### config.mk
export PLATFORM = sky130hd
export DESIGN_NAME = nand_prog_seq
export DESIGN_NICKNAME = d
export VERILOG_FILES = /design/src/rtl/nand_seq_pkg.sv /design/src/rtl/nand_bus_cycle.sv /design/src/rtl/nand_rule_table.sv /design/src/rtl/nand_prog_seq.sv
export SDC_FILE = /design/constraint.sdc
export NUM_CORES = 1
export LEC_CHECK = 0
export BUFFER_PORTS_ARGS = -buffer_cell sky130_fd_sc_hd__buf_2
export CORE_ASPECT_RATIO = 1.75
export CORE_MARGIN = 3
export CORE_UTILIZATION = 52
export DETAILED_ROUTE_END_ITERATION = 8
export GPL_TIMING_DRIVEN = 1
export PLACE_DENSITY = 0.72
export SYNTH_ARGS = -nofsm -noshare
export SYNTH_HDL_FRONTEND = slang
export SYNTH_SLANG_ARGS = --single-unit
### constraint.sdc
create_clock -name clk -period 7.1 [get_ports clk]
set_input_delay 0.355 -clock clk [delete_from_list [all_inputs] [get_ports clk]]
set_output_delay 0.355 -clock clk [all_outputs]
set_load 0.05 [all_outputs]
### src/rtl/nand_seq_pkg.sv
package nand_seq_pkg;

  typedef enum logic [1:0] {
    KIND_CMD  = 2'd0,
    KIND_ADDR = 2'd1,
    KIND_DATA = 2'd2,
    KIND_READ = 2'd3
  } bus_kind_e;

  typedef enum logic [1:0] {
    ERR_NONE  = 2'd0,
    ERR_LIMIT = 2'd1,
    ERR_ORDER = 2'd2,
    ERR_LEN   = 2'd3
  } prog_err_e;

  typedef enum logic [3:0] {
    S_IDLE, S_SETUP, S_ADDR, S_DATA, S_CONFIRM,
    S_WAIT_LOW, S_WAIT_HIGH, S_STAT_CMD, S_STAT_RD, S_STAT_WAIT, S_DONE
  } seq_state_e;

  localparam logic [7:0] OP_SETUP   = 8'h80;
  localparam logic [7:0] OP_CONFIRM = 8'h10;
  localparam logic [7:0] OP_STATUS  = 8'h70;

endpackage

### src/rtl/nand_bus_cycle.sv
module nand_bus_cycle
  import nand_seq_pkg::*;
#(
  parameter int LOW_CYC  = 1,
  parameter int HIGH_CYC = 1
) (
  input  logic       clk,
  input  logic       rst_n,
  input  logic       start,
  input  bus_kind_e  kind,
  input  logic [7:0] wbyte,
  output logic       free,
  output logic       done,
  output logic       cle,
  output logic       ale,
  output logic       we_n,
  output logic       re_n,
  output logic       dq_oe,
  output logic [7:0] dq_out,
  input  logic [7:0] dq_in,
  output logic [7:0] rd_byte
);

  localparam int MAXC   = (LOW_CYC > HIGH_CYC) ? LOW_CYC : HIGH_CYC;
  localparam int CNT_W  = $clog2(MAXC + 1);
  localparam logic [CNT_W-1:0] LOW_LAST  = CNT_W'(LOW_CYC - 1);
  localparam logic [CNT_W-1:0] HIGH_LAST = CNT_W'(HIGH_CYC - 1);

  logic             busy_q, low_q;
  logic [CNT_W-1:0] cnt_q;
  bus_kind_e        kind_q;
  logic [7:0]       byte_q, rd_q;

  // A cycle finishes at the end of its strobe-high phase; a new one may
  // start on that same edge, so cycles run back to back.
  assign done = busy_q && !low_q && (cnt_q == HIGH_LAST);
  assign free = !busy_q || done;

  always_ff @(posedge clk) begin
    if (!rst_n) begin
      busy_q <= 1'b0;
      low_q  <= 1'b0;
      cnt_q  <= '0;
      kind_q <= KIND_CMD;
      byte_q <= '0;
      rd_q   <= '0;
    end else if (start) begin
      busy_q <= 1'b1;
      low_q  <= 1'b1;
      cnt_q  <= '0;
      kind_q <= kind;
      byte_q <= wbyte;
    end else if (busy_q) begin
      if (low_q) begin
        if (cnt_q == LOW_LAST) begin
          low_q <= 1'b0;
          cnt_q <= '0;
          if (kind_q == KIND_READ) rd_q <= dq_in;
        end else begin
          cnt_q <= cnt_q + 1'b1;
        end
      end else if (cnt_q == HIGH_LAST) begin
        busy_q <= 1'b0;
      end else begin
        cnt_q <= cnt_q + 1'b1;
      end
    end
  end

  assign cle     = busy_q && (kind_q == KIND_CMD);
  assign ale     = busy_q && (kind_q == KIND_ADDR);
  assign we_n    = !(busy_q && low_q && (kind_q != KIND_READ));
  assign re_n    = !(busy_q && low_q && (kind_q == KIND_READ));
  assign dq_oe   = busy_q && (kind_q != KIND_READ);
  assign dq_out  = byte_q;
  assign rd_byte = rd_q;

  // the sequencer only launches a cycle when the unit can take it.
  p_start_free_r4: assert property (@(posedge clk) disable iff (!rst_n)
    start |-> free);
  // command and address latches never overlap.
  p_latch_excl_r3: assert property (@(posedge clk) disable iff (!rst_n)
    $onehot0({cle, ale}));
  // read and write strobes never overlap.
  p_strobe_excl_r6: assert property (@(posedge clk) disable iff (!rst_n)
    we_n || re_n);

endmodule

### src/rtl/nand_rule_table.sv
module nand_rule_table #(
  parameter int N_BLOCKS = 4,
  parameter int PAGES    = 8,
  localparam int BLK_W   = $clog2(N_BLOCKS),
  localparam int PAGE_W  = $clog2(PAGES)
) (
  input  logic              clk,
  input  logic              rst_n,
  input  logic [BLK_W-1:0]  chk_blk,
  input  logic [PAGE_W-1:0] chk_page,
  input  logic              commit,
  input  logic              ers_valid,
  input  logic [BLK_W-1:0]  ers_blk,
  output logic              order_bad,
  output logic              limit_bad
);

  localparam int          N_ENTRIES = N_BLOCKS * PAGES;
  localparam logic [2:0]  CNT_MAX   = 3'd4;

  logic [2:0]        cnt_all  [N_ENTRIES];
  logic [PAGE_W-1:0] last_all [N_BLOCKS];
  logic              used_all [N_BLOCKS];

  for (genvar gb = 0; gb < N_BLOCKS; gb++) begin : g_blk
    logic              hit_ers, hit_com;
    logic [PAGE_W-1:0] last_q;
    logic              used_q;

    assign hit_ers = ers_valid && (ers_blk == BLK_W'(gb));
    assign hit_com = commit && (chk_blk == BLK_W'(gb));

    always_ff @(posedge clk) begin
      if (!rst_n || hit_ers) begin
        last_q <= '0;
        used_q <= 1'b0;
      end else if (hit_com) begin
        last_q <= chk_page;
        used_q <= 1'b1;
      end
    end
    assign last_all[gb] = last_q;
    assign used_all[gb] = used_q;

    // an erase wipes this block's page order record.
    p_erase_order_r10: assert property (@(posedge clk) disable iff (!rst_n)
      hit_ers |=> !used_q);

    for (genvar gp = 0; gp < PAGES; gp++) begin : g_pg
      logic [2:0] cnt_q;

      always_ff @(posedge clk) begin
        if (!rst_n || hit_ers)
          cnt_q <= '0;
        else if (hit_com && chk_page == PAGE_W'(gp))
          cnt_q <= cnt_q + 1'b1;
      end
      assign cnt_all[gb*PAGES + gp] = cnt_q;

      // a page counter never passes the partial-program limit.
      p_cnt_cap_r9: assert property (@(posedge clk) disable iff (!rst_n)
        cnt_q <= CNT_MAX);
      // an erase leaves every page of the block at zero.
      p_erase_cnt_r10: assert property (@(posedge clk) disable iff (!rst_n)
        hit_ers |=> cnt_q == 3'd0);
    end
  end

  assign order_bad = used_all[chk_blk] && (chk_page < last_all[chk_blk]);
  assign limit_bad = cnt_all[{chk_blk, chk_page}] >= CNT_MAX;

endmodule

### src/rtl/nand_prog_seq.sv
module nand_prog_seq
  import nand_seq_pkg::*;
#(
  parameter int N_BLOCKS        = 4,
  parameter int PAGES_PER_BLOCK = 8,
  parameter int PAGE_BYTES      = 2112,
  parameter int COL_W           = 12,
  parameter int ROW_W           = 16,
  parameter int LOW_CYC         = 1,
  parameter int HIGH_CYC        = 1,
  parameter int SYNC_STAGES     = 2,
  localparam int BLK_W          = $clog2(N_BLOCKS),
  localparam int PAGE_W         = $clog2(PAGES_PER_BLOCK),
  localparam int LEN_W          = $clog2(PAGE_BYTES + 1)
) (
  input  logic             clk,
  input  logic             rst_n,
  input  logic             req_valid,
  output logic             req_ready,
  input  logic [ROW_W-1:0] req_row,
  input  logic [COL_W-1:0] req_col,
  input  logic [LEN_W-1:0] req_len,
  input  logic             dat_valid,
  output logic             dat_ready,
  input  logic [7:0]       dat_byte,
  input  logic             ers_valid,
  input  logic [BLK_W-1:0] ers_blk,
  output logic             busy,
  output logic             done_valid,
  output logic [1:0]       done_err,
  output logic             done_fail,
  output logic [7:0]       done_stat,
  output logic             bus_cmd_latch,
  output logic             bus_addr_latch,
  output logic             bus_wr_n,
  output logic             bus_rd_n,
  output logic [7:0]       bus_dq_out,
  output logic             bus_dq_oe,
  input  logic [7:0]       bus_dq_in,
  input  logic             bus_rdy
);

  localparam int SUM_W = ((COL_W > LEN_W) ? COL_W : LEN_W) + 1;

  seq_state_e              state_q;
  logic [1:0]              aidx_q;
  logic [LEN_W-1:0]        remain_q;
  logic [COL_W-1:0]        col_q;
  logic [ROW_W-1:0]        row_q;
  prog_err_e               err_q;
  logic [7:0]              stat_q;
  logic                    data_seen_q;
  logic [SYNC_STAGES-1:0]  rdy_sync_q;
  logic                    rdy_s;

  logic       accept, commit, len_bad, order_bad, limit_bad;
  prog_err_e  verdict;
  logic [SUM_W-1:0] col_end;
  logic       cyc_start, cyc_free, cyc_done;
  bus_kind_e  cyc_kind;
  logic [7:0] cyc_byte, rd_byte;
  logic [15:0] col16, row16;

  // ---------------- request verdict ----------------
  assign req_ready = (state_q == S_IDLE);
  assign accept    = req_valid && req_ready;
  assign col_end   = SUM_W'(req_col) + SUM_W'(req_len);
  assign len_bad   = (req_len == '0) || (col_end > SUM_W'(PAGE_BYTES));

  always_comb begin
    if (len_bad)        verdict = ERR_LEN;
    else if (order_bad) verdict = ERR_ORDER;
    else if (limit_bad) verdict = ERR_LIMIT;
    else                verdict = ERR_NONE;
  end
  assign commit = accept && (verdict == ERR_NONE);

  nand_rule_table #(
    .N_BLOCKS (N_BLOCKS),
    .PAGES    (PAGES_PER_BLOCK)
  ) u_rules (
    .clk       (clk),
    .rst_n     (rst_n),
    .chk_blk   (req_row[PAGE_W +: BLK_W]),
    .chk_page  (req_row[PAGE_W-1:0]),
    .commit    (commit),
    .ers_valid (ers_valid),
    .ers_blk   (ers_blk),
    .order_bad (order_bad),
    .limit_bad (limit_bad)
  );

  // ---------------- bus cycle launch ----------------
  assign col16 = 16'(col_q);
  assign row16 = 16'(row_q);

  always_comb begin
    cyc_start = 1'b0;
    cyc_kind  = KIND_CMD;
    cyc_byte  = 8'h00;
    dat_ready = 1'b0;
    unique case (state_q)
      S_SETUP: begin
        cyc_start = cyc_free;
        cyc_byte  = OP_SETUP;
      end
      S_ADDR: begin
        cyc_start = cyc_free;
        cyc_kind  = KIND_ADDR;
        unique case (aidx_q)
          2'd0:    cyc_byte = col16[7:0];
          2'd1:    cyc_byte = col16[15:8];
          2'd2:    cyc_byte = row16[7:0];
          default: cyc_byte = row16[15:8];
        endcase
      end
      S_DATA: begin
        dat_ready = cyc_free;
        cyc_start = cyc_free && dat_valid;
        cyc_kind  = KIND_DATA;
        cyc_byte  = dat_byte;
      end
      S_CONFIRM: begin
        cyc_start = cyc_free;
        cyc_byte  = OP_CONFIRM;
      end
      S_STAT_CMD: begin
        cyc_start = cyc_free;
        cyc_byte  = OP_STATUS;
      end
      S_STAT_RD: begin
        cyc_start = cyc_free;
        cyc_kind  = KIND_READ;
      end
      default: ;
    endcase
  end

  nand_bus_cycle #(
    .LOW_CYC  (LOW_CYC),
    .HIGH_CYC (HIGH_CYC)
  ) u_cyc (
    .clk     (clk),
    .rst_n   (rst_n),
    .start   (cyc_start),
    .kind    (cyc_kind),
    .wbyte   (cyc_byte),
    .free    (cyc_free),
    .done    (cyc_done),
    .cle     (bus_cmd_latch),
    .ale     (bus_addr_latch),
    .we_n    (bus_wr_n),
    .re_n    (bus_rd_n),
    .dq_oe   (bus_dq_oe),
    .dq_out  (bus_dq_out),
    .dq_in   (bus_dq_in),
    .rd_byte (rd_byte)
  );

  // ---------------- ready line synchronizer ----------------
  always_ff @(posedge clk) begin
    if (!rst_n) rdy_sync_q <= '1;
    else        rdy_sync_q <= {rdy_sync_q[SYNC_STAGES-2:0], bus_rdy};
  end
  assign rdy_s = rdy_sync_q[SYNC_STAGES-1];

  // ---------------- sequence ----------------
  always_ff @(posedge clk) begin
    if (!rst_n) begin
      state_q     <= S_IDLE;
      aidx_q      <= '0;
      remain_q    <= '0;
      col_q       <= '0;
      row_q       <= '0;
      err_q       <= ERR_NONE;
      stat_q      <= '0;
      data_seen_q <= 1'b0;
    end else begin
      unique case (state_q)
        S_IDLE: if (accept) begin
          col_q       <= req_col;
          row_q       <= req_row;
          remain_q    <= req_len;
          aidx_q      <= '0;
          err_q       <= verdict;
          stat_q      <= '0;
          data_seen_q <= 1'b0;
          state_q     <= (verdict == ERR_NONE) ? S_SETUP : S_DONE;
        end
        S_SETUP: if (cyc_start) state_q <= S_ADDR;
        S_ADDR: if (cyc_start) begin
          aidx_q <= aidx_q + 1'b1;
          if (aidx_q == 2'd3) state_q <= S_DATA;
        end
        S_DATA: if (cyc_start) begin
          data_seen_q <= 1'b1;
          remain_q    <= remain_q - 1'b1;
          if (remain_q == LEN_W'(1)) state_q <= S_CONFIRM;
        end
        S_CONFIRM:   if (cyc_start) state_q <= S_WAIT_LOW;
        S_WAIT_LOW:  if (!rdy_s) state_q <= S_WAIT_HIGH;
        S_WAIT_HIGH: if (rdy_s) state_q <= S_STAT_CMD;
        S_STAT_CMD:  if (cyc_start) state_q <= S_STAT_RD;
        S_STAT_RD:   if (cyc_start) state_q <= S_STAT_WAIT;
        S_STAT_WAIT: if (cyc_done) begin
          stat_q  <= rd_byte;
          state_q <= S_DONE;
        end
        default: state_q <= S_IDLE;
      endcase
    end
  end

  assign busy       = (state_q != S_IDLE);
  assign done_valid = (state_q == S_DONE);
  assign done_err   = err_q;
  assign done_stat  = stat_q;
  assign done_fail  = stat_q[0];

  // an idle sequencer leaves the bus at rest.
  p_bus_rest_r1: assert property (@(posedge clk) disable iff (!rst_n)
    !busy |-> (!bus_cmd_latch && !bus_addr_latch && bus_wr_n && bus_rd_n && !bus_dq_oe));
  // the confirm strobe only follows loaded data.
  p_confirm_data_r5: assert property (@(posedge clk) disable iff (!rst_n)
    (bus_cmd_latch && !bus_wr_n && bus_dq_out == OP_CONFIRM) |-> data_seen_q);
  // the status command waits for the ready line to be back high.
  p_status_ready_r6: assert property (@(posedge clk) disable iff (!rst_n)
    (bus_cmd_latch && !bus_wr_n && bus_dq_out == OP_STATUS) |-> rdy_s);
  // a rejected request completes on the next cycle with its code.
  p_reject_next_r7: assert property (@(posedge clk) disable iff (!rst_n)
    (accept && verdict != ERR_NONE) |=> (done_valid && done_err == $past(verdict)));

endmodule

==> impl_metrics.env, run 1 <==
export IMPL_synth_ff_type="dfxtp_1"
export IMPL_use_met2_pct=47.8
export IMPL_cpPeakStageDelay_ns=0.79
export IMPL_avgSynthCellArea_um2=8.31
export IMPL_fin_nets=1286
export IMPL_die_x_um=107
export IMPL_grt_pass1_wl_um=40000
export IMPL_cts_clk_slew_worst_paths_ns=0.07
export IMPL_gp_congestion=0.892
export IMPL_power_density_nw_per_um2=280
export IMPL_power_share_clock_pct=30.6
export IMPL_busiest_layer="met2"
export IMPL_critPathLaunchType="flop"
export IMPL_tritoncts="done"
export IMPL_placed_area_um2=9860
export IMPL_drtAntennaViolNets=0
export IMPL_drc=0
export IMPL_arrival_ns=2.95
export IMPL_drt_iter0_drc=414
export IMPL_nFillCells=1574
export IMPL_area_growth_pct=11.2
export IMPL_use_met1_pct=26.8
export IMPL_use_met3_pct=3.76
export IMPL_preCtsSetupSlack_ns=3.43
export IMPL_hpwl_um=17800
export IMPL_root_buffer="clkbuf_16"
export IMPL_overflow=0
export IMPL_cts_htree_levels=4
export IMPL_grt_usage_pct=25.3
export IMPL_cts_made_buffers=17
export IMPL_path_cells="nand2_1, or3_1, nor2_1, buf_2"
export IMPL_wl_per_cell_um=17.4
export IMPL_start_util_pct=53.3
export IMPL_tightest_slew_ns=1.13
export IMPL_antenna_cells=0
export IMPL_core_area_um2=17500
export IMPL_via_per_inst=5.93
export IMPL_crit_path_top_delay_cell="dfxtp_1"
export IMPL_drv_slew=0
export IMPL_cts_path_max_buffers=2
export IMPL_switching_share_pct=35.8
export IMPL_fin_util_pct=59.3
export IMPL_fin_cells=1413
export IMPL_p_switching_uw=1040
export IMPL_syn_inst=1126
export IMPL_routed_wl_um=24600
export IMPL_tns_ns=0
export IMPL_maxSlewHeadroom_pct=24.8
export IMPL_rows=64
export IMPL_finalCriticalPeriod_ns=3.31
export IMPL_criticalPathCategory="reg2out"
export IMPL_required_ns=6.74
export IMPL_hold_buffers=0
export IMPL_setup_viol=0
export IMPL_setup_ws_ns=3.79
export IMPL_vias=8383
export IMPL_outcome="finished clean"
export IMPL_grt_setup_unrepaired="false"
export IMPL_post_cts_setup_buffers=0
export IMPL_fp_dieH_um=183
export IMPL_drv_cap=0
export IMPL_syn_area_um2=9350
export IMPL_ios=92
export IMPL_clk_latency_ns=0.43
export IMPL_synth_edff_count=0
export IMPL_leakage_uw=0.00395
export IMPL_drt_first_pass_iters=5
export IMPL_hold_path_class="in2reg"
export IMPL_async_reset_ff_share_pct=0
export IMPL_clock_sinks=190
export IMPL_comb_power_share_pct=26.4
export IMPL_drive_above_1_share_pct=14.2
export IMPL_finalClockSkew_ns=0.0125
export IMPL_antenna_found_initial=1
export IMPL_yosysWarnings=0
export IMPL_ctsResizeCount=0
export IMPL_dieArea_um2=19700
export IMPL_fmax_mhz=303
export IMPL_port_buffers=91
export IMPL_hold_violations=0
export IMPL_fin_area_um2=10400
export IMPL_ys_types=67
export IMPL_ys_seq_elements=190
export IMPL_path_max_fanout=24
export IMPL_pwr_share_seq_pct=43.0
export IMPL_crit_path_end_kind="output pin"
export IMPL_p_int_uw=1870
export IMPL_grt_pass1_vias=8179
export IMPL_dp_cells=1381
export IMPL_grt_start_max_net_pins=61
export IMPL_max_vdd_ir_drop_v=0.000240
export IMPL_timing_final_crit_share_pct=46.6
export IMPL_synth_nets=1243
export IMPL_synth_seq_area_share_pct=40.7
-- path summary, 6_finish.rpt --
path	start	endpoint	slack, ns	depth (start not counted)
max	state_q[0]$_SDFFE_PN0P_	dat_ready	3.79	4
min	bus_rdy	rdy_sync_q[0]$_SDFF_PN1_	0.14	2
max reg2reg	state_q[2]$_SDFFE_PN0P_	u_rules.g_blk[1].g_pg[0].cnt_q[0]$_SDFFE_PP0P_	3.89	10
min reg2reg	rdy_sync_q[0]$_SDFF_PN1_	rdy_sync_q[1]$_SDFF_PN1_	0.44	1
-- layer usage --
layer  vias up  share of wire [%]
met1      3992                 37
met3        65                4.0
li1       4116                  -
met2       208                 54
met5         -              0.045
met4         2                4.3
-- critical path: cells and delay by family, from the launching register on --
kind                   cells  cell delay, ns
buffers and inverters      1            0.32
DFF                        1            0.79
and+or+nand+nor            3            1.39
-- cell type report --
type	instances	area, µm²	share of cell area [%]
Timing Repair Buffer	101	531	5.10
Clock inverter	10	81.3	0.782
Tap cell	231	289	2.78
Clock buffer	22	464	4.46
Multi-Input combinational cell	844	5170	49.8
Inverter	15	57.6	0.553
Sequential cell	190	3800	36.6
-- cells in the final DEF (no fill, tap or decap), types with 5 or more instances in the layout --
master	synthesis	routed
nor2_1	116	116
nand2_1	141	141
or3_1	29	29
clkinv_4	0	5
a211oi_2	8	8
nand4_1	5	5
nand3_1	46	46
nor4_1	6	6
buf_2	14	91
and2_1	7	7
o21ai_0	82	78
inv_1	11	11
a31oi_1	26	26
ha_1	52	52
nor3_1	17	16
a21o_1	5	5
dfxtp_1	190	190
mux4_2	13	13
a211oi_1	8	8
a21oi_1	152	152
buf_4	2	10
o21ai_2	1	5
nand2b_1	11	11
nor3b_1	7	7
and3_1	5	5
clkbuf_16	0	17
nand3b_1	6	6
o31ai_1	5	5
xnor2_1	13	13
a22oi_1	12	12
mux2i_1	17	17
-- per-stage QoR --
step                power, µW  hold WS, ns
finish                   2910        0.141
floorplan                1840        0.386
global route             3060        0.138
global placement         2030        0.406
CTS                      2920        0.134
detailed placement       2040        0.421
-- power groups by stage --
| stage | clock, µW | combinational [µW] | sequential, µW |
|---|---|---|---|
| 2_1_floorplan | 0 | 601 | 1240 |
| 3_3_place_gp | 0 | 754 | 1270 |
| 3_5_place_dp | 0 | 764 | 1270 |
| 4_1_cts | 906 | 767 | 1250 |
| 5_1_grt | 950 | 846 | 1270 |
| 6_report | 890 | 769 | 1250 |
-- state kept, by name, summed over array words and instances (netlist names), 2 cells and up --
register / flops
aidx_q: 2
col_q: 12
done_err: 2
done_stat: 8
rdy_sync_q: 2
remain_q: 12
row16: 16
state_q: 4
u_cyc.dq_out: 8
u_cyc.kind_q: 2
u_cyc.rd_byte: 8
u_rules.g_blk.g_pg.cnt_q: 96
u_rules.g_blk.last_q: 12
u_rules.g_blk.used_q: 4
-- cells in the mapped netlist, drive strengths merged (5+ instances only) --
master  instances  share of area [%]
dfxtp         190                 41
a21oi         153                8.3
nand2         141                5.7
nor2          116                4.7
o21ai          84                4.5
clkbuf         57                2.3
ha             52                7.0
nand3          47                2.6
or3            30                2.1
a31oi          26                1.7
buf            20                1.3
mux2i          17                1.8
nor3           17               0.91
a211oi         16                1.7
inv            13               0.52
mux4           13                3.1
xnor2          13                1.2
a22oi          12               0.96
nand2b         11               0.74
nor3b           8               0.70
and2            7               0.47
a21o            6               0.56
nand3b          6               0.48
nor4            6               0.40
and3            5               0.33
nand4           5               0.33
o31ai           5               0.40
-- kinds of logic after synthesis --
group / share of synthesized area [%]
flip-flops: 40.7
XOR/XNOR: 1.40
adder cells (fa/ha/maj): 7.17
AO/OA/AOI/OAI: 21.6
buffers and inverters: 4.21
multiplexers: 4.95
AND/OR/NAND/NOR: 20.0
No activity file was read; power rests on OpenSTA's default activity.
==> run 2: changes to the inputs <==
ABC_AREA = 1   (was default)
PLACE_DENSITY = 0.74   (was 0.72)
clock period = 2.85 ns   (was 7.1 ns; I/O delays follow)
==> run 2 against run 1 <==
  * Critical path depth increased by 17
  * Core utilization increased by 3.5 points
  * Global-route usage decreased by 0.15 points
  * Design area increased by 13%
  * Register-to-register slack got worse by 3.6 ns
  * Clock skew increased by 0.0031 ns
  * Critical path type is now in2reg
  * Highest routed layer unchanged
==> impl_metrics.env, run 2 <==
export IMPL_criticalPathCategory="in2reg"
export IMPL_drtAntennaViolNets=0
export IMPL_clk_latency_ns=0.45
export IMPL_outcome="finished clean"
export IMPL_grt_usage_pct=25.1
export IMPL_hold_path_class="in2reg"
export IMPL_required_ns=3.24
export IMPL_clock_sinks=190
export IMPL_max_vdd_ir_drop_v=0.000472
export IMPL_synth_top_area_share_pct=38.1
export IMPL_arrival_ns=2.97
export IMPL_hpwl_um=19100
export IMPL_use_met1_pct=26.4
export IMPL_routed_wl_um=26700
export IMPL_grt_start_max_net_pins=36
export IMPL_synth_seq_area_share_pct=38.1
export IMPL_async_reset_ff_share_pct=0
export IMPL_dieArea_um2=21000
export IMPL_wl_per_cell_um=14.5
export IMPL_yosysWarnings=0
export IMPL_use_met3_pct=4.25
export IMPL_fmax_mhz=387
export IMPL_ys_seq_elements=190
export IMPL_maxSlewHeadroom_pct=40.8
export IMPL_drt_first_pass_iters=5
export IMPL_overflow=0
export IMPL_syn_area_um2=9980
export IMPL_cts_path_max_buffers=2
export IMPL_via_per_inst=5.37
export IMPL_final_cell_mix="nand2_1 (349), inv_1 (226), dfxtp_1 (190), nor2_1 (156), a21oi_1 (122)"
export IMPL_regMostFlops="u_rules.g_blk.g_pg.cnt_q"
export IMPL_synth_nets=1593
export IMPL_cts_clk_slew_worst_paths_ns=0.07
export IMPL_antenna_found_initial=2
export IMPL_post_cts_setup_buffers=0
export IMPL_setup_viol=0
export IMPL_vias=9867
export IMPL_root_buffer="clkbuf_16"
export IMPL_fp_dieH_um=189
export IMPL_antenna_cells=0
export IMPL_tritoncts="done"
export IMPL_use_met2_pct=47.7
export IMPL_drv_cap=0
export IMPL_path_max_fanout=30
export IMPL_largest_register_ffs=96
export IMPL_drv_slew=0
export IMPL_netlist_top_cells_area="dfxtp_1 (38%), nand2_1 (13%), inv_1 (8.5%)"
export IMPL_synth_most_common_cell="nand2_1"
export IMPL_finalCriticalPeriod_ns=2.58
export IMPL_gp_congestion=0.906
export IMPL_syn_inst=1476
export IMPL_power_density_nw_per_um2=659
export IMPL_finalClockSkew_ns=0.0157
export IMPL_core_area_um2=18700
export IMPL_tns_ns=0
export IMPL_grt_pass1_vias=9458
export IMPL_avgSynthCellArea_um2=6.76
export IMPL_hold_violations=0
export IMPL_port_buffers=91
export IMPL_final_common_cell="nand2_1"
export IMPL_yosysTopAreaCell="dfxtp_1"
export IMPL_total_power_uw=7760
export IMPL_rows=66
export IMPL_ys_types=42
export IMPL_critPathLaunchType="input port"
export IMPL_grt_setup_unrepaired="false"
export IMPL_grt_pass1_wl_um=43700
export IMPL_die_x_um=111
export IMPL_cts_htree_levels=4
export IMPL_cts_made_buffers=17
export IMPL_leakage_uw=0.00539
export IMPL_busiest_layer="met2"
export IMPL_synth_edff_count=0
export IMPL_area_growth_pct=18.0
export IMPL_tightest_slew_ns=0.885
export IMPL_yosys_top_cells_count="nand2_1 (351), inv_1 (226), dfxtp_1 (190)"
export IMPL_timing_final_crit_share_pct=90.7
export IMPL_crit_path_end_kind="flop"
export IMPL_drt_iter0_drc=716
export IMPL_ios=92
export IMPL_synth_ff_type="dfxtp_1"
export IMPL_drc=0
export IMPL_fin_nets=1702
export IMPL_drive_above_1_share_pct=11.5
export IMPL_start_util_pct=53.2
[run 2: changes by cell type in the layout (fill, tap and decap cells not counted), moves of 13 or more]
| cell | before | now |
|---|---|---|
| a21oi_1 | 152 | 122 |
| a31oi_1 | 26 | 3 |
| buf_4 | 10 | 35 |
| dlygate4sd3_1 | 0 | 28 |
| inv_1 | 11 | 226 |
| mux2i_1 | 17 | 0 |
| mux4_2 | 13 | 0 |
| nand2_1 | 141 | 349 |
| nand3_1 | 46 | 78 |
| nand4_1 | 5 | 87 |
| nor2_1 | 116 | 156 |
| o21ai_0 | 78 | 61 |
| or3_1 | 29 | 0 |
| xnor2_1 | 13 | 0 |
[run 2: worst paths after layout]
kind | from | endpoint | slack, ns | depth (start not counted)
worst max-delay path | req_col[2] | u_rules.g_blk[0].g_pg[7].cnt_q[1]$_SDFFE_PP0P_ | 0.27 | 21
worst min-delay path | req_row[12] | row16[12]$_SDFFE_PN0P_ | 0.008 | 3
worst max register to register | u_rules.g_blk[0].last_q[2]$_SDFFE_PP0N_ | u_rules.g_blk[0].g_pg[7].cnt_q[1]$_SDFFE_PP0P_ | 0.34 | 13
worst min register to register | rdy_sync_q[0]$_SDFF_PN1_ | rdy_sync_q[1]$_SDFF_PN1_ | 0.42 | 1
[run 2: cells by family after synthesis]
kind of cell,after synthesis,share of synthesized area [%]
buffers and inverters,301,11.9
XOR/XNOR,4,0.351
AND/OR/NAND/NOR,697,30.0
adder cells (fa/ha/maj),53,6.72
flip-flops,190,38.1
AO/OA/AOI/OAI,231,12.9
[run 2: cell type report]
class | count | area (µm²)
Clock inverter | 13 | 180
Fill cell | 1698 | 6970
Multi-Input combinational cell | 985 | 5070
Inverter | 232 | 871
Sequential cell | 190 | 3800
Timing Repair Buffer | 159 | 1110
Tap cell | 238 | 298
Clock buffer | 19 | 443
[run 2: critical path: stages]
cell           delay, ns
dlygate4sd3_1       0.54
buf_2               0.16
ha_4                0.30
nand2_1             0.07
nand2_2             0.11
nand2_1             0.05
nand2_1             0.06
nand3_1             0.08
nor2_1              0.12
nand2_1             0.06
nand2_1             0.07
nand4_1             0.08
nand2_1             0.12
nand4_2             0.13
nor2_4              0.14
buf_12              0.18
buf_16              0.18
nand3_1             0.12
nand2_1             0.10
nand2_1             0.05
nor2_1              0.09
[run 2: power breakdown]
part	leakage, µW	switching (µW)	total (µW)	internal (µW)
registers	0.00154	175	3100	2920
logic	0.00355	1460	2130	664
clock network	0.000295	1110	2530	1430
[run 2: what timing repair did]
action,CTS,global route
hold buffers,28,0
endpoints found under the setup margin,0,74
resized for setup,0,10
hold endpoints to repair,28,0
[run 2: routing by layer]
metal / vias to the layer above / share of wire [%]
met1: 4528 / 39
met2: 244 / 53
li1: 5020 / -
met5: - / 0.056
met4: 4 / 4.1
met3: 71 / 3.7
[run 2: per-stage QoR]
stage	instance area (µm²)	setup WS, ns	utilization (%)	instances	hold slack [ns]
after floorplan	9980	0.294	-	1476	0.249
after global routing	11800	0.0308	62.8	1836	0.0144
after CTS	11700	0.165	62.4	1836	0.000172
after global placement	10800	0.0537	57.6	1776	0.346
final	11800	0.266	62.8	1836	0.00825
after detailed placement	10800	0.00771	57.6	1776	0.342
==> run 3: changes to the inputs <==
CORE_UTILIZATION = 51   (was 52)
PLACE_DENSITY = 0.73   (was 0.74)
==> run 3 against run 2 <==
  * Via count rose by 1.4%
  * Hold slack gained 0.0045 ns
  * Clock skew up 0.0045 ns
  * Wire length grew 2.4%
  * Clock power barely moved
  * Clock-buffer cell count decreased by 2
  * Maximum frequency decreased by 2.3%
  * Non-clock buffer count rose by 1
  * Global-route usage grew 0.13 points
  * Sequential power is essentially flat
  * First-iteration DRC count is 16% higher
  * Critical path depth shrank 2
  * Largest power group unchanged
==> impl_metrics.env, run 3 (same netlist as run 2, synthesis figures left out) <==
export IMPL_hold_violations=0
export IMPL_crit_path_top_delay_cell="dlygate4sd3_1"
export IMPL_cts_clk_slew_worst_paths_ns=0.08
export IMPL_clk_latency_ns=0.44
export IMPL_critPathLaunchType="input port"
export IMPL_finalCriticalPeriod_ns=2.64
export IMPL_drv_cap=0
export IMPL_power_density_nw_per_um2=666
export IMPL_tightest_slew_ns=0.808
export IMPL_rr_worst_depth=13
export IMPL_grt_pass1_vias=9418
export IMPL_drtAntennaViolNets=0
export IMPL_antenna_found_initial=1
export IMPL_antenna_cells=0
export IMPL_drc=0
export IMPL_final_common_cell="nand2_1"
export IMPL_criticalPathCategory="in2reg"
export IMPL_hpwl_um=19600
export IMPL_grt_pass1_wl_um=44400
export IMPL_grt_start_max_net_pins=45
export IMPL_cts_path_max_buffers=2
export IMPL_core_area_um2=19200
export IMPL_wl_per_cell_um=14.8
export IMPL_drt_first_pass_iters=6
export IMPL_drt_iter0_drc=832
export IMPL_area_growth_pct=17.8
export IMPL_cp_top_family="simple AND/OR/NAND/NOR gates"
export IMPL_arrival_ns=3.03
export IMPL_root_buffer="clkbuf_16"
export IMPL_cts_made_buffers=17
export IMPL_cpPeakStageDelay_ns=0.54
export IMPL_cts_htree_levels=4
export IMPL_start_util_pct=52.0
export IMPL_grt_setup_unrepaired="false"
export IMPL_path_cells="dlygate4sd3_1, buf_2, ha_4, nand2_1, nor2_2, nand3_1, nand3_1, nand2_1, nand2_1, nand4_1, nand2_1, nand4_2, nor2_4, buf_12, buf_4, nand3_1, nand2_1, nand2_1, nor2_1"
export IMPL_fmax_mhz=378
export IMPL_dieArea_um2=21300
export IMPL_vias=10004
export IMPL_maxSlewHeadroom_pct=45.8
export IMPL_via_per_inst=5.44
export IMPL_finalClockSkew_ns=0.0202
export IMPL_clock_sinks=190
export IMPL_fin_hold_ws_ns=0.0127
export IMPL_path_depth=19
export IMPL_rows=67
export IMPL_cp_num_buf_inv=4
export IMPL_critPathMostFrequentCell="nand2_1"
export IMPL_required_ns=3.23
export IMPL_overflow=0
export IMPL_leakage_uw=0.00541
export IMPL_regMostFlops="u_rules.g_blk.g_pg.cnt_q"
export IMPL_max_vdd_ir_drop_v=0.000495
export IMPL_die_x_um=112
export IMPL_grt_usage_pct=25.3
export IMPL_preCtsSetupSlack_ns=-0.0541
export IMPL_ios=92
export IMPL_setup_viol=0
export IMPL_routed_wl_um=27300
export IMPL_drive_above_1_share_pct=11.8
export IMPL_port_buffers=91
export IMPL_fin_util_pct=61.2
export IMPL_largest_register_ffs=96
export IMPL_setup_ws_ns=0.206
export IMPL_outcome="finished clean"
export IMPL_drv_slew=0
export IMPL_tns_ns=0
export IMPL_final_cell_mix="nand2_1 (351), inv_1 (226), dfxtp_1 (190), nor2_1 (155), a21oi_1 (122)"
export IMPL_path_max_fanout=11
export IMPL_timing_final_crit_share_pct=92.8
export IMPL_gp_congestion=0.916
export IMPL_fp_dieH_um=191
export IMPL_min_path_cells=3
export IMPL_hold_path_class="in2reg"
export IMPL_crit_path_end_kind="flop"
export IMPL_tritoncts="done"
export IMPL_fin_nets=1703
run 3: timing repair:
| action | 4_1_cts | 5_1_grt |
|---|---|---|
| hold endpoints to repair | 21 | 0 |
| setup buffers | 0 | 1 |
| hold buffers | 21 | 0 |
| gates resized for setup | 0 | 5 |
| endpoints found under the setup margin | 0 | 103 |
run 3: worst paths after layout:
kind | start | slack (ns) | to
setup reg to reg | u_rules.g_blk[0].last_q[2]$_SDFFE_PP0N_ | 0.28 | u_rules.g_blk[0].g_pg[1].cnt_q[1]$_SDFFE_PP0P_
setup / recovery | req_col[9] | 0.21 | u_rules.g_blk[0].g_pg[1].cnt_q[1]$_SDFFE_PP0P_
hold reg to reg | rdy_sync_q[0]$_SDFF_PN1_ | 0.43 | rdy_sync_q[1]$_SDFF_PN1_
hold / removal | req_col[2] | 0.01 | col_q[2]$_SDFFE_PN0P_
run 3: worst min-delay path, cell delays in order:
cell and delay, ns:
buf_2 0.12, nand2_1 0.07, a21oi_1 0.05
run 3: layout make-up:
type	instances	area (µm²)
repair buffers	160	1110
clock inverters	15	215
inverters	232	871
multi-input cells	985	5030
fillers	1797	7450
well taps	241	302
clock buffers	17	425
flip-flops and latches	190	3800
run 3: power by group:
part / internal, µW / leakage (µW) / switching (µW) / total, µW
combinational: 662 / 0.00357 / 1500 / 2160
clock: 1360 / 0.000307 / 1200 / 2560
sequential: 2920 / 0.00154 / 179 / 3100
total: 4940 / 0.00541 / 2880 / 7820
run 3: layer usage:
layer	vias up	track usage, %	share of wire, %
li1	5008	-	-
met1	4644	26.7	38
met2	273	47.5	53
met3	77	3.55	3.8
met4	2	14.0	4.8
met5	-	0	0.026
run 3: metrics by stage:
step           power [µW]  instances  instance area (µm²)
6_report             7820       1840                11800
5_1_grt              8230       1840                11800
2_1_floorplan        4630       1476                 9980
4_1_cts              7810       1838                11700
3_3_place_gp         5200       1785                10800
3_5_place_dp         5240       1785                10800
